[src/rtl/win_fill_pkg.sv]
package win_fill_pkg;
    localparam int BYTE_W    = 8;
    localparam int REG_AW    = 3;
    localparam int START_BIT = 3;

    localparam logic [REG_AW-1:0] OFS_CTRL   = 3'd0;
    localparam logic [REG_AW-1:0] OFS_PAT    = 3'd1;
    localparam logic [REG_AW-1:0] OFS_LEFT   = 3'd2;
    localparam logic [REG_AW-1:0] OFS_TOP    = 3'd3;
    localparam logic [REG_AW-1:0] OFS_RIGHT  = 3'd4;
    localparam logic [REG_AW-1:0] OFS_BOTTOM = 3'd5;

    typedef logic [BYTE_W-1:0] byte_t;

    typedef struct packed {
        byte_t ctrl;
        byte_t pattern;
        byte_t left;
        byte_t top;
        byte_t right;
        byte_t bottom;
    } regs_t;

    typedef struct packed {
        logic  busy;
        logic  empty;
        byte_t row;
        byte_t col;
    } seq_t;
endpackage

[src/rtl/win_fill_regs.sv]
module win_fill_regs
    import win_fill_pkg::*;
(
    input  logic              clk,
    input  logic              rst_n,
    input  logic              reg_we,
    input  logic [REG_AW-1:0] reg_addr,
    input  byte_t             reg_wdata,
    input  logic              fill_busy,
    input  logic              fill_done,
    output regs_t             regs,
    output logic              start_pulse,
    output byte_t             reg_rdata
);
    regs_t r_d, r_q;

    always_comb begin
        r_d         = r_q;
        start_pulse = 1'b0;
        if (fill_done) begin
            r_d.ctrl[START_BIT] = 1'b0;
        end
        if (reg_we) begin
            case (reg_addr)
                OFS_CTRL: begin
                    r_d.ctrl = reg_wdata;
                    if (fill_busy) begin
                        // running fill: bit follows only the automatic clear
                        r_d.ctrl[START_BIT] = ~fill_done;
                    end else begin
                        start_pulse = reg_wdata[START_BIT];
                    end
                end
                OFS_PAT:    if (!fill_busy) r_d.pattern = reg_wdata;
                OFS_LEFT:   if (!fill_busy) r_d.left    = reg_wdata;
                OFS_TOP:    if (!fill_busy) r_d.top     = reg_wdata;
                OFS_RIGHT:  if (!fill_busy) r_d.right   = reg_wdata;
                OFS_BOTTOM: if (!fill_busy) r_d.bottom  = reg_wdata;
                default: ;
            endcase
        end
    end

    always_ff @(posedge clk or negedge rst_n) begin
        if (!rst_n) begin
            r_q <= '0;
        end else begin
            r_q <= r_d;
        end
    end

    always_comb begin
        case (reg_addr)
            OFS_CTRL:   reg_rdata = r_q.ctrl;
            OFS_PAT:    reg_rdata = r_q.pattern;
            OFS_LEFT:   reg_rdata = r_q.left;
            OFS_TOP:    reg_rdata = r_q.top;
            OFS_RIGHT:  reg_rdata = r_q.right;
            OFS_BOTTOM: reg_rdata = r_q.bottom;
            default:    reg_rdata = '0;
        endcase
    end

    assign regs = r_q;
endmodule

[src/rtl/win_fill_seq.sv]
module win_fill_seq
    import win_fill_pkg::*;
(
    input  logic  clk,
    input  logic  rst_n,
    input  logic  start_pulse,
    input  byte_t left,
    input  byte_t top,
    input  byte_t right,
    input  byte_t bottom,
    output logic  busy,
    output logic  fill_done,
    output logic  mem_we,
    output byte_t row,
    output byte_t col
);
    seq_t s_d, s_q;
    logic last_col, last_row;

    always_comb begin
        s_d       = s_q;
        fill_done = 1'b0;
        last_col  = (s_q.col == right);
        last_row  = (s_q.row == bottom);
        if (s_q.busy) begin
            if (s_q.empty || (last_col && last_row)) begin
                s_d.busy  = 1'b0;
                s_d.empty = 1'b0;
                fill_done = 1'b1;
            end else if (last_col) begin
                s_d.row = s_q.row + byte_t'(1);
                s_d.col = left;
            end else begin
                s_d.col = s_q.col + byte_t'(1);
            end
        end else if (start_pulse) begin
            s_d.busy  = 1'b1;
            s_d.row   = top;
            s_d.col   = left;
            s_d.empty = (right < left) || (bottom < top);
        end
    end

    always_ff @(posedge clk or negedge rst_n) begin
        if (!rst_n) begin
            s_q <= '0;
        end else begin
            s_q <= s_d;
        end
    end

    assign busy   = s_q.busy;
    assign mem_we = s_q.busy & ~s_q.empty;
    assign row    = s_q.row;
    assign col    = s_q.col;
endmodule

[src/rtl/win_fill_addr.sv]
module win_fill_addr
    import win_fill_pkg::*;
#(
    parameter int LINE_STRIDE = 40,
    parameter int ADDR_W      = 16
) (
    input  byte_t              row,
    input  byte_t              col,
    output logic [ADDR_W-1:0]  addr
);
    localparam bit IS_POW2 = ((LINE_STRIDE & (LINE_STRIDE - 1)) == 0);
    localparam int SHIFT   = $clog2(LINE_STRIDE);

    generate
        if (IS_POW2) begin : g_shift
            assign addr = (ADDR_W'(row) << SHIFT) + ADDR_W'(col);
        end else begin : g_mult
            assign addr = ADDR_W'(row) * ADDR_W'(LINE_STRIDE) + ADDR_W'(col);
        end
    endgenerate
endmodule

[src/rtl/win_fill.sv]
module win_fill
    import win_fill_pkg::*;
#(
    parameter int LINE_STRIDE = 40,
    parameter int ADDR_W      = 16
) (
    input  logic              clk,
    input  logic              rst_n,
    input  logic              reg_we,
    input  logic [2:0]        reg_addr,
    input  logic [7:0]        reg_wdata,
    output logic [7:0]        reg_rdata,
    output logic              mem_we,
    output logic [ADDR_W-1:0] mem_addr,
    output logic [7:0]        mem_wdata
);
    regs_t regs;
    logic  start_pulse;
    logic  seq_busy;
    logic  fill_done;
    byte_t cur_row, cur_col;

    win_fill_regs u_regs (
        .clk         (clk),
        .rst_n       (rst_n),
        .reg_we      (reg_we),
        .reg_addr    (reg_addr),
        .reg_wdata   (reg_wdata),
        .fill_busy   (seq_busy),
        .fill_done   (fill_done),
        .regs        (regs),
        .start_pulse (start_pulse),
        .reg_rdata   (reg_rdata)
    );

    win_fill_seq u_seq (
        .clk         (clk),
        .rst_n       (rst_n),
        .start_pulse (start_pulse),
        .left        (regs.left),
        .top         (regs.top),
        .right       (regs.right),
        .bottom      (regs.bottom),
        .busy        (seq_busy),
        .fill_done   (fill_done),
        .mem_we      (mem_we),
        .row         (cur_row),
        .col         (cur_col)
    );

    win_fill_addr #(
        .LINE_STRIDE (LINE_STRIDE),
        .ADDR_W      (ADDR_W)
    ) u_addr (
        .row  (cur_row),
        .col  (cur_col),
        .addr (mem_addr)
    );

    assign mem_wdata = regs.pattern;
endmodule

[config.mk]
export PLATFORM = sky130hd
export DESIGN_NAME = win_fill
export DESIGN_NICKNAME = d
export VERILOG_FILES = /design/src/rtl/win_fill_pkg.sv /design/src/rtl/win_fill_regs.sv /design/src/rtl/win_fill_seq.sv /design/src/rtl/win_fill_addr.sv /design/src/rtl/win_fill.sv
export SDC_FILE = /design/constraint.sdc
export NUM_CORES = 1
export LEC_CHECK = 0
export ABC_AREA = 1
export BUFFER_PORTS_ARGS = -buffer_cell sky130_fd_sc_hd__buf_2
export CORE_MARGIN = 2
export CORE_UTILIZATION = 40
export DETAILED_ROUTE_END_ITERATION = 8
export PLACE_DENSITY = 0.58
export SYNTH_ARGS = -nofsm -noshare
export SYNTH_HDL_FRONTEND = slang
export SYNTH_HIERARCHICAL = 1
export SYNTH_SLANG_ARGS = --single-unit
[constraint.sdc]
create_clock -name clk -period 6.14 [get_ports clk]
set_input_delay 0.307 -clock clk [delete_from_list [all_inputs] [get_ports clk]]
set_output_delay 0.307 -clock clk [all_outputs]
set_load 0.005 [all_outputs]
==> flow_summary.toml, run 1 <==
[clocking]
clock_insertion_delay_worst_skew_ns = 0.33
tritoncts.num_buffers = 9
clock_sink_count = 66
clockBufferDepth = 2
ctsResizeCount = 0
tritoncts = "built"
cts_root_buffer = "sky130_fd_sc_hd__clkbuf_16"
clkTransAtPathRegs_ns = 0.05
cts_hold_repair.buffers = 0
htree_num_levels = 3
cts.repair_timing.setup_buffer_count = 0

[routing]
first_iter_violations = 356
remaining_drc_errors = 0
dr_vias = 4840
antenna_violating_nets_post_route = 0
vias_per_cell = 5.11
totalWireLength_um = 13600
firstDrtPassIters = 6
wire_per_inst_um = 14.3

[synthesis]
avgSynthCellArea_um2 = 7.07
syn-cell-area_um2 = 5310
number_of_synthesized_register_bits = 66
share_of_synthesized_cell_area_in_full_adder_half_adder_and_majority_cells_pct = 8.53
synth_top_cell_by_area = "sky130_fd_sc_hd__dfrtp_1"
post_synth_xor_area_fraction_pct = 3.44
synth-seq-area-share_pct = 31.1
postSynthCellCount = 751
synthTopCellsByArea = "sky130_fd_sc_hd__dfrtp_1 31%, sky130_fd_sc_hd__nand2_1 17%, sky130_fd_sc_hd__ha_1 7.8%"
muxShareOfSynthArea_pct = 0
synth_top_family_by_area = "simple AND/OR/NAND/NOR gates"
count_of_unique_library_cells_instantiated_by_yosys = 40
yosys_warnings = 6
synth-compound-area-share_pct = 9.52
synth-simple-area-share_pct = 35.2
yosys.area.top_type_share_pct = 31.1

[layout]
final_core_utilization_pct = 44.2
post_route_cells_drive_above_1_share_pct = 14.6
multi_input_comb_area_um2 = 3020
nNetsFinal = 817
area.growth.synth_to_final_pct = 8.88
ff_latch_area_um2 = 1650
antenna_cells_inserted = 0
n_fill_cell = 1361

[critical_path]
critical_path_arrival_ns = 3.00
category_of_the_worst_setup_path_launch_point = "flip-flop"
path_max_fanout = 7
timing.critical_path.to_type = "output port"
regToRegSetupSlack_ns = 4.09
worst-endpoint-required_ns = 5.83
path_class = "reg -> out"

[placement]
io_buffers = 44
hpwlAfterDp_um = 10400
gpl.final_weighted_congestion = 0.913

[timing]
final-hold-violation-count = 0
timing.clock.skew_ns = 0.00727
min_period_ns = 3.30
relSlewSlack_pct = 42.2
timing.final.setup_violations = 0
max_clock_freq_mhz = 303
worstMarginPinSlew_ns = 0.867
finalCritPeriodShare_pct = 53.8
rsz_0062_raised_after_global_routing = "false"
slew_viol_final = 0
setup-tns-final_ns = 0

[floorplanning]
starting_density_pct = 40.6
floorplan.rows = 42
chipWidth_um = 119
die_outline_area_um2 = 14200
placeableCoreArea_um2 = 13100
ioPinCount = 47
die-height_um = 119

[power_and_ir_drop]
worst_ir_drop_vdd_v = 0.000167
finalPower_w = 0.00270
power_density_nw_per_um2 = 466
leakage_nw = 3.17

[hold_path]
hold_path_class = "in -> async"

[global_route]
grt.overflow.total = 0
number_of_antenna_violations_at_the_first_check_in_global_routing = 0
maximum_number_of_pins_on_one_net_before_global_route_repair = 67
grt_first_pass_wirelength_um = 22800
globalRouteTotalUtil_pct = 20.0
first_global_vias = 4562

[run_status]
run_status = "finished, final reports clean"

[flow_run]
max_cap_violations = 0
-- power breakdown --
| part | total [W] | internal, W | leakage (nW) | switching, W |
|---|---|---|---|---|
| clock | 0.000502 | 0.000322 | 0.142 | 0.000180 |
| combinational | 0.00129 | 0.000524 | 2.18 | 0.000765 |
| sequential | 0.000906 | 0.000616 | 0.843 | 0.000290 |
-- Yosys cell counts (all sizes together) --
| master | n |
|---|---|
| a211oi | 1 |
| a21boi | 2 |
| a21oi | 13 |
| a31oi | 2 |
| buf | 36 |
| clkbuf | 4 |
| clkinv | 2 |
| conb | 1 |
| dfrtp | 66 |
| fa | 2 |
| ha | 33 |
| inv | 95 |
| nand2 | 252 |
| nand3 | 57 |
| nand3b | 1 |
| nand4 | 26 |
| nor2 | 65 |
| nor3 | 1 |
| o21ai | 59 |
| o21bai | 8 |
| o22ai | 5 |
| xnor2 | 10 |
| xor2 | 10 |
-- per-stage QoR --
| stage | hold WS [ns] | cells | setup WS, ns | cell area [um2] |
|---|---|---|---|---|
| 5_1_grt | 0.226 | 948 | 2.60 | 5780 |
| 4_1_cts | 0.207 | 948 | 2.81 | 5780 |
| 3_3_place_gp | 0.467 | 933 | 3.27 | 5500 |
| 2_1_floorplan | 0.0114 | 752 | 3.39 | 5310 |
| 3_5_place_dp | 0.473 | 933 | 3.16 | 5500 |
| 6_report | 0.166 | 948 | 2.84 | 5780 |
-- worst max-delay path, cell delays in order, from the launching register on --
cell and delay (ns):
sky130_fd_sc_hd__dfrtp_1 0.46, sky130_fd_sc_hd__ha_1 0.33, sky130_fd_sc_hd__ha_1 0.24, sky130_fd_sc_hd__fa_1 0.45, sky130_fd_sc_hd__ha_1 0.37, sky130_fd_sc_hd__nand2_1 0.09, sky130_fd_sc_hd__nor2_1 0.11, sky130_fd_sc_hd__nand2_1 0.06
sky130_fd_sc_hd__nand3_2 0.09, sky130_fd_sc_hd__nand2_2 0.07, sky130_fd_sc_hd__nor2_4 0.13, sky130_fd_sc_hd__nand2_1 0.06, sky130_fd_sc_hd__nand2_1 0.06, sky130_fd_sc_hd__nand2_1 0.05, sky130_fd_sc_hd__buf_2 0.12
-- routing by layer --
| metal | up-vias | GRT usage (%) | wire length [um] |
|---|---|---|---|
| li1 | 2420 | - | - |
| met1 | 2251 | 27.7 | 6240 |
| met2 | 152 | 32.3 | 6320 |
| met3 | 17 | 3.21 | 810 |
| met4 | 0 | 5.73 | 223 |
| met5 | - | 0 | 0 |
-- sequential cells by signal (all words and copies together), names as in the netlist --
name and cells:
u_seq/busy 1, u_seq/col 8, u_seq/s_q 1, u_regs/regs 48, u_seq/row 8
-- area by class of cell --
type	instances	area share, %
repair buffers	45	3.94
clock inverters	3	0.692
clock buffers	12	4.26
flip-flops and latches	66	28.6
multi-input cells	549	52.2
well taps	176	3.81
inverters	97	6.56
-- cells in the final DEF, fill, tap and decap left out, types with 3 or more instances in the layout --
master,instances
sky130_fd_sc_hd__nand4_1,26
sky130_fd_sc_hd__o22ai_1,5
sky130_fd_sc_hd__buf_2,44
sky130_fd_sc_hd__nand3_2,8
sky130_fd_sc_hd__nand2_2,11
sky130_fd_sc_hd__a21oi_1,12
sky130_fd_sc_hd__xor2_1,9
sky130_fd_sc_hd__dfrtp_1,66
sky130_fd_sc_hd__nand2_1,235
sky130_fd_sc_hd__nor2_1,53
sky130_fd_sc_hd__nand3_1,48
sky130_fd_sc_hd__nor2_4,9
sky130_fd_sc_hd__inv_1,84
sky130_fd_sc_hd__inv_2,10
sky130_fd_sc_hd__o21ai_0,43
sky130_fd_sc_hd__xnor2_1,10
sky130_fd_sc_hd__ha_1,33
sky130_fd_sc_hd__nor2_2,3
sky130_fd_sc_hd__clkbuf_16,9
sky130_fd_sc_hd__o21bai_1,8
sky130_fd_sc_hd__nand2_4,4
sky130_fd_sc_hd__o21ai_1,15
-- path summary, 6_finish.rpt --
check / start / end / cells past startpoint
max: u_seq/row[1] / mem_addr[12] / 14
min: rst_n / u_seq/col[2] / 2
max reg2reg: u_seq/busy / u_seq/row[7] / 9
min reg2reg: u_regs/regs[47] / u_regs/regs[47] / 2
max in group asynchronous: rst_n / u_regs/regs[1] / 2
min in group clk: reg_wdata[0] / u_regs/regs[0] / 3
-- cell families after synthesis --
kind of cell / count (synthesis)
simple gates: 402
buf+inv: 137
compound gates: 90
flops: 66
fa+ha+maj: 35
xor+xnor: 20
other cells: 1
No activity file was read; power rests on OpenSTA's default activity.
==> run 2, diff against run 1 <==
==> constraint.sdc (replaced) <==
create_clock -name clk -period 3.19 [get_ports clk]
set_input_delay 0.1595 -clock clk [delete_from_list [all_inputs] [get_ports clk]]
set_output_delay 0.1595 -clock clk [all_outputs]
set_load 0.005 [all_outputs]
==> run 2 against run 1 <==
  * Global-route usage grew 0.88 points
  * Register-to-register slack lost 3.0 ns
  * Flip-flop and latch count is the same
  * Sequential share of layout area shrank 0.19 points
  * Largest cell class unchanged
==> flow_summary.toml, run 2 (synthesis results as in run 1) <==
[run_status]
run_status = "finished, final reports clean"

[clocking]
tritoncts = "built"
htree_num_levels = 3
clock_insertion_delay_worst_skew_ns = 0.33
clock_sink_count = 66
clkTransAtPathRegs_ns = 0.06
clockBufferDepth = 2
cts_root_buffer = "sky130_fd_sc_hd__clkbuf_16"
tritoncts.num_buffers = 9
cts_hold_repair.buffers = 0

[global_route]
grt.overflow.total = 0
maximum_number_of_pins_on_one_net_before_global_route_repair = 67
globalRouteTotalUtil_pct = 20.9
grt_first_pass_wirelength_um = 23700
number_of_antenna_violations_at_the_first_check_in_global_routing = 0
first_global_vias = 4724

[critical_path]
path_class = "reg -> out"
r2r.worst_path.cells = 9
timing.critical_path.to_type = "output port"
critical_path_arrival_ns = 2.85
critical-path-slowest-cell = "sky130_fd_sc_hd__fa_1"
worst_path_largest_cell_delay_ns = 0.51
regToRegEndpoint = "u_regs/regs[43]"
path_max_fanout = 4
timing.critical_path.max_delay_family = "adder cells"
cp_num_buf_inv = 1
worst-endpoint-required_ns = 3.03
cpMostUsedCell = "sky130_fd_sc_hd__nand2_1"
r2r_start = "u_seq/busy"
crit_chain = "ha_1, ha_2, fa_1, ha_4, nand2_1, nor2_1, nand2_1, nand3_2, nand2_2, nor2_4, nand2_1, nand2_1, nand2_1, buf_2"
category_of_the_worst_setup_path_launch_point = "flip-flop"
regToRegSetupSlack_ns = 1.10

[placement]
io_buffers = 44
hpwlAfterDp_um = 10600
gpl.final_weighted_congestion = 0.909
dp_worst_setup_slack_ns = 0.352

[layout]
nNetsFinal = 822
post_route_cells_drive_above_1_share_pct = 15.9
antenna_cells_inserted = 0
largest_register_ff_count = 48
layout_commonest_cell = "sky130_fd_sc_hd__nand2_1"
most-common-layout-cells = "235 x sky130_fd_sc_hd__nand2_1, 84 x sky130_fd_sc_hd__inv_1, 64 x sky130_fd_sc_hd__dfrtp_1"
area.growth.synth_to_final_pct = 9.78
final_core_utilization_pct = 44.5

[routing]
antenna_violating_nets_post_route = 0
first_iter_violations = 317
dr_vias = 4827
wire_per_inst_um = 14.8
firstDrtPassIters = 5
totalWireLength_um = 14100
vias_per_cell = 5.07
remaining_drc_errors = 0

[power_and_ir_drop]
share_clk_of_total_power_pct = 17.9
pwr-share-comb_pct = 48.9
switching_share_of_power_pct = 46.3
power_density_nw_per_um2 = 904
netSwitchingPower_w = 0.00244
leakage_nw = 3.18
power_report.internal_total_w = 0.00283
fraction_of_power_consumed_by_sequential_logic_pct = 33.2
worst_ir_drop_vdd_v = 0.000342
finalPower_w = 0.00527

[floorplanning]
placeableCoreArea_um2 = 13100
die-height_um = 119
ioPinCount = 47
floorplan.rows = 42
starting_density_pct = 40.6
chipWidth_um = 119
die_outline_area_um2 = 14200

[timing]
worstMarginPinSlew_ns = 0.859
rsz_0062_raised_after_global_routing = "false"
final-hold-violation-count = 0
finalCritPeriodShare_pct = 94.4
setup-tns-final_ns = 0
timing.final.setup_violations = 0
max_clock_freq_mhz = 332
min_period_ns = 3.01
slew_viol_final = 0
timing.clock.skew_ns = 0.00785
relSlewSlack_pct = 42.8
postLayoutSetupSlackWorst_ns = 0.178

[flow_run]
max_cap_violations = 0

[hold_path]
hold_path_class = "in -> async"
-- run 2: cell types whose count changed in the layout (fill, tap and decap cells not counted), moves of 2 or more --
cell                       change
sky130_fd_sc_hd__buf_4         +5
sky130_fd_sc_hd__clkbuf_1      -2
sky130_fd_sc_hd__clkbuf_8      +2
sky130_fd_sc_hd__dfrtp_1       -2
sky130_fd_sc_hd__dfrtp_2       +2
sky130_fd_sc_hd__ha_1          -2
-- run 2: area by class of cell --
cell class | instances | area [um2]
Clock buffer | 12 | 267
Multi-Input combinational cell | 549 | 3030
Tap cell | 176 | 220
Timing Repair Buffer | 50 | 265
Sequential cell | 66 | 1650
Inverter | 97 | 379
Clock inverter | 2 | 12.5
Fill cell | 1340 | 7260
-- run 2: worst max-delay path by stage --
stage,from,endpoint,depth (start not counted),slack [ns]
global placement,u_seq/row[1],mem_addr[12],14,0.48
finish,u_seq/row[1],mem_addr[12],14,0.18
CTS,u_seq/row[1],mem_addr[12],14,0.02
floorplan,u_seq/row[1],mem_addr[12],14,0.58
detailed placement,u_seq/row[1],mem_addr[12],14,0.35
global route,u_seq/row[1],mem_addr[12],14,0.008
-- run 2: layer usage --
layer | up-vias | GRT usage [%] | share of wire (%)
li1 | 2433 | - | -
met1 | 2239 | 28.1 | 46
met2 | 132 | 34.4 | 47
met3 | 23 | 3.11 | 4.9
met4 | 0 | 6.99 | 2.1
met5 | - | 0 | 0
-- run 2: power groups by stage --
stage	logic [W]	registers, W	clock network [W]
2_1_floorplan	0.00208	0.00150	0
3_3_place_gp	0.00243	0.00175	0
3_5_place_dp	0.00249	0.00176	0
4_1_cts	0.00250	0.00176	0.000964
5_1_grt	0.00295	0.00182	0.000997
6_report	0.00258	0.00175	0.000943
-- run 2: repair_timing --
action | CTS | global route
endpoints found under the setup margin | 1 | 2
pin swaps | 0 | 5
resized for setup | 1 | 3
gates cloned | 0 | 0
buffers inserted | 0 | 5
-- run 2: worst reg2reg max path: cells and delay by family, from the launching register on --
family	cells	cell delay (ns)
simple gates	7	0.87
flops	1	0.77
buf+inv	2	0.34
-- run 2: metrics by stage --
| step | instances | cell area, um2 | hold WS (ns) |
|---|---|---|---|
| after detailed placement | 933 | 5500 | 0.405 |
| after global routing | 952 | 5830 | 0.0725 |
| final | 952 | 5830 | 0.00738 |
| after CTS | 947 | 5780 | 0.0588 |
| after global placement | 933 | 5500 | 0.395 |
| after floorplan | 752 | 5310 | -0.136 |
==> run 3, diff against run 2 <==
--- a/config.mk
+++ b/config.mk
@@ -10,7 +10,7 @@
 export CORE_MARGIN = 2
 export CORE_UTILIZATION = 40
 export DETAILED_ROUTE_END_ITERATION = 8
-export PLACE_DENSITY = 0.58
+export PLACE_DENSITY = 0.6
 export SYNTH_ARGS = -nofsm -noshare
 export SYNTH_HDL_FRONTEND = slang
 export SYNTH_HIERARCHICAL = 1
==> constraint.sdc (replaced) <==
create_clock -name clk -period 2.49 [get_ports clk]
set_input_delay 0.1245 -clock clk [delete_from_list [all_inputs] [get_ports clk]]
set_output_delay 0.1245 -clock clk [all_outputs]
set_load 0.005 [all_outputs]
==> run 3 against run 2 <==
  * The run now ends with setup timing left
  * Wire length decreased by 2.7%
  * Power is 34% higher
  * Clock power grew 45%
  * Final cell count up 1.3%
  * Sequential power is 24% higher
  * Critical path type unchanged
==> flow_summary.toml, run 3 (synthesis results as in run 1) <==
[critical_path]
worst_path_largest_cell_delay_ns = 0.48
path_max_fanout = 3
timing.critical_path.to_type = "output port"
path_class = "reg -> out"
crit_chain = "ha_4, ha_4, fa_1, ha_4, buf_4, buf_6, nand2_2, nand2_2, nand2_2, nor2_2, nand2_1, nand2_1, buf_2"
regToRegEndpoint = "u_seq/row[7]"
worst-endpoint-required_ns = 2.37
r2r.worst_path.cells = 9
critical-path-slowest-cell = "sky130_fd_sc_hd__fa_1"
critical_path_arrival_ns = 2.67
regToRegSetupSlack_ns = 0.61
category_of_the_worst_setup_path_launch_point = "flip-flop"
r2r_start = "u_seq/busy"

[floorplanning]
die-height_um = 119
ioPinCount = 47
placeableCoreArea_um2 = 13100
chipWidth_um = 119
floorplan.rows = 42
die_outline_area_um2 = 14200
starting_density_pct = 40.6

[layout]
antenna_cells_inserted = 0
post_route_cells_drive_above_1_share_pct = 17.1
area.growth.synth_to_final_pct = 12.8
nNetsFinal = 832
post_layout_nonfiller_instances = 964
final_core_utilization_pct = 45.8
most-common-layout-cells = "232 x sky130_fd_sc_hd__nand2_1, 84 x sky130_fd_sc_hd__inv_1, 66 x sky130_fd_sc_hd__dfrtp_1"
final_design_area_no_fill_um2 = 5990
largest_register_ff_count = 48
layout_commonest_cell = "sky130_fd_sc_hd__nand2_1"

[routing]
first_iter_violations = 307
wire_per_inst_um = 14.2
firstDrtPassIters = 5
dr_vias = 4827
totalWireLength_um = 13700
vias_per_cell = 5.01
antenna_violating_nets_post_route = 0
remaining_drc_errors = 0

[timing]
timing.final.setup_violations = 7
slew_viol_final = 0
timing.clock.skew_ns = 0.00416
rsz_0062_raised_after_global_routing = "true"
hold_ws_ns = 0.0251
finalCritPeriodShare_pct = 112
postLayoutSetupSlackWorst_ns = -0.308
min_period_ns = 2.80
final-hold-violation-count = 0
max_clock_freq_mhz = 357

[clocking]
cts_root_buffer = "sky130_fd_sc_hd__clkbuf_16"
clock_sink_count = 66
clkTransAtPathRegs_ns = 0.05
htree_num_levels = 3
clockBufferDepth = 2
tritoncts = "built"
clock_insertion_delay_worst_skew_ns = 0.34
tritoncts.num_buffers = 9

[global_route]
grt.overflow.total = 0
number_of_antenna_violations_at_the_first_check_in_global_routing = 0
globalRouteTotalUtil_pct = 20.0
grt_first_pass_wirelength_um = 22600
maximum_number_of_pins_on_one_net_before_global_route_repair = 28
first_global_vias = 4631

[placement]
io_buffers = 44
dpl-instance-area_um2 = 5590
hpwlAfterDp_um = 10600
gpl.final_weighted_congestion = 0.889
dp_worst_setup_slack_ns = -0.00554
dpl.cell_count = 942

[power_and_ir_drop]
share_clk_of_total_power_pct = 19.4
fraction_of_power_consumed_by_sequential_logic_pct = 30.8
power_report.internal_total_w = 0.00392
leakage_nw = 3.24
worst_ir_drop_vdd_v = 0.000415
netSwitchingPower_w = 0.00315
pwr-share-comb_pct = 49.9
power_density_nw_per_um2 = 1180
switching_share_of_power_pct = 44.6

[run_status]
run_status = "finished with violations"
failed_checks = "setup timing"

[hold_path]
min_path_cells = 3
worstHoldEndpoint = "u_regs/regs[4]"
hold_path_class = "in -> reg"
worstHoldStart = "reg_wdata[4]"

[flow_run]
max_cap_violations = 0
[run 3: critical path, delay by kind of cell (launching register included)]
kind | cells | cell delay (ns)
buf+inv | 3 | 0.29
fa+ha+maj | 4 | 1.19
flops | 1 | 0.40
simple gates | 6 | 0.45
[run 3: per-stage QoR]
stage	TNS, ns	power (W)
detailed placement	-0.00554	0.00554
global placement	0	0.00543
finish	-1.70	0.00707
floorplan	0	0.00463
CTS	-1.35	0.00700
global route	-2.46	0.00772
[run 3: layout make-up]
| class | instances | area [um2] |
|---|---|---|
| clock inverters | 2 | 60.1 |
| well taps | 176 | 220 |
| multi-input cells | 549 | 3080 |
| inverters | 97 | 379 |
| repair buffers | 60 | 347 |
| fillers | 1324 | 7090 |
| clock buffers | 14 | 254 |
| flip-flops and latches | 66 | 1650 |
[run 3: worst max-delay path by stage]
stage	start	to	slack, ns	cells after the start
2_1_floorplan	u_seq/row[3]	mem_addr[12]	0.05	14
3_3_place_gp	u_seq/row[1]	mem_addr[12]	0.03	14
3_5_place_dp	u_seq/row[1]	mem_addr[12]	-0.006	14
4_1_cts	u_seq/row[1]	mem_addr[12]	-0.30	14
5_1_grt	u_seq/row[1]	mem_addr[12]	-0.46	14
6_report	u_seq/row[1]	mem_addr[11]	-0.31	13
[run 3: power groups by stage]
stage / registers [W] / logic, W / clock network (W)
after floorplan: 0.00192 / 0.00271 / 0
after global routing: 0.00226 / 0.00403 / 0.00144
final: 0.00217 / 0.00352 / 0.00137
after global placement: 0.00217 / 0.00326 / 0
after detailed placement: 0.00218 / 0.00335 / 0
after CTS: 0.00217 / 0.00343 / 0.00139
[run 3: what timing repair did]
item | 4_1_cts | 5_1_grt
endpoints found under the setup margin | 6 | 7
buffers inserted | 2 | 3
hold endpoints to repair | 18 | 0
hold buffers | 1 | 0
gates resized for setup | 2 | 6
pin swaps | 4 | 4
[run 3: per-layer routing]
metal  up-vias  track usage [%]  share of wire (%)
met1      2244             26.4                 46
met4         0             6.99                1.6
li1       2455                -                  -
met2       112             33.2                 48
met5         -                0                  0
met3        16             3.26                4.5
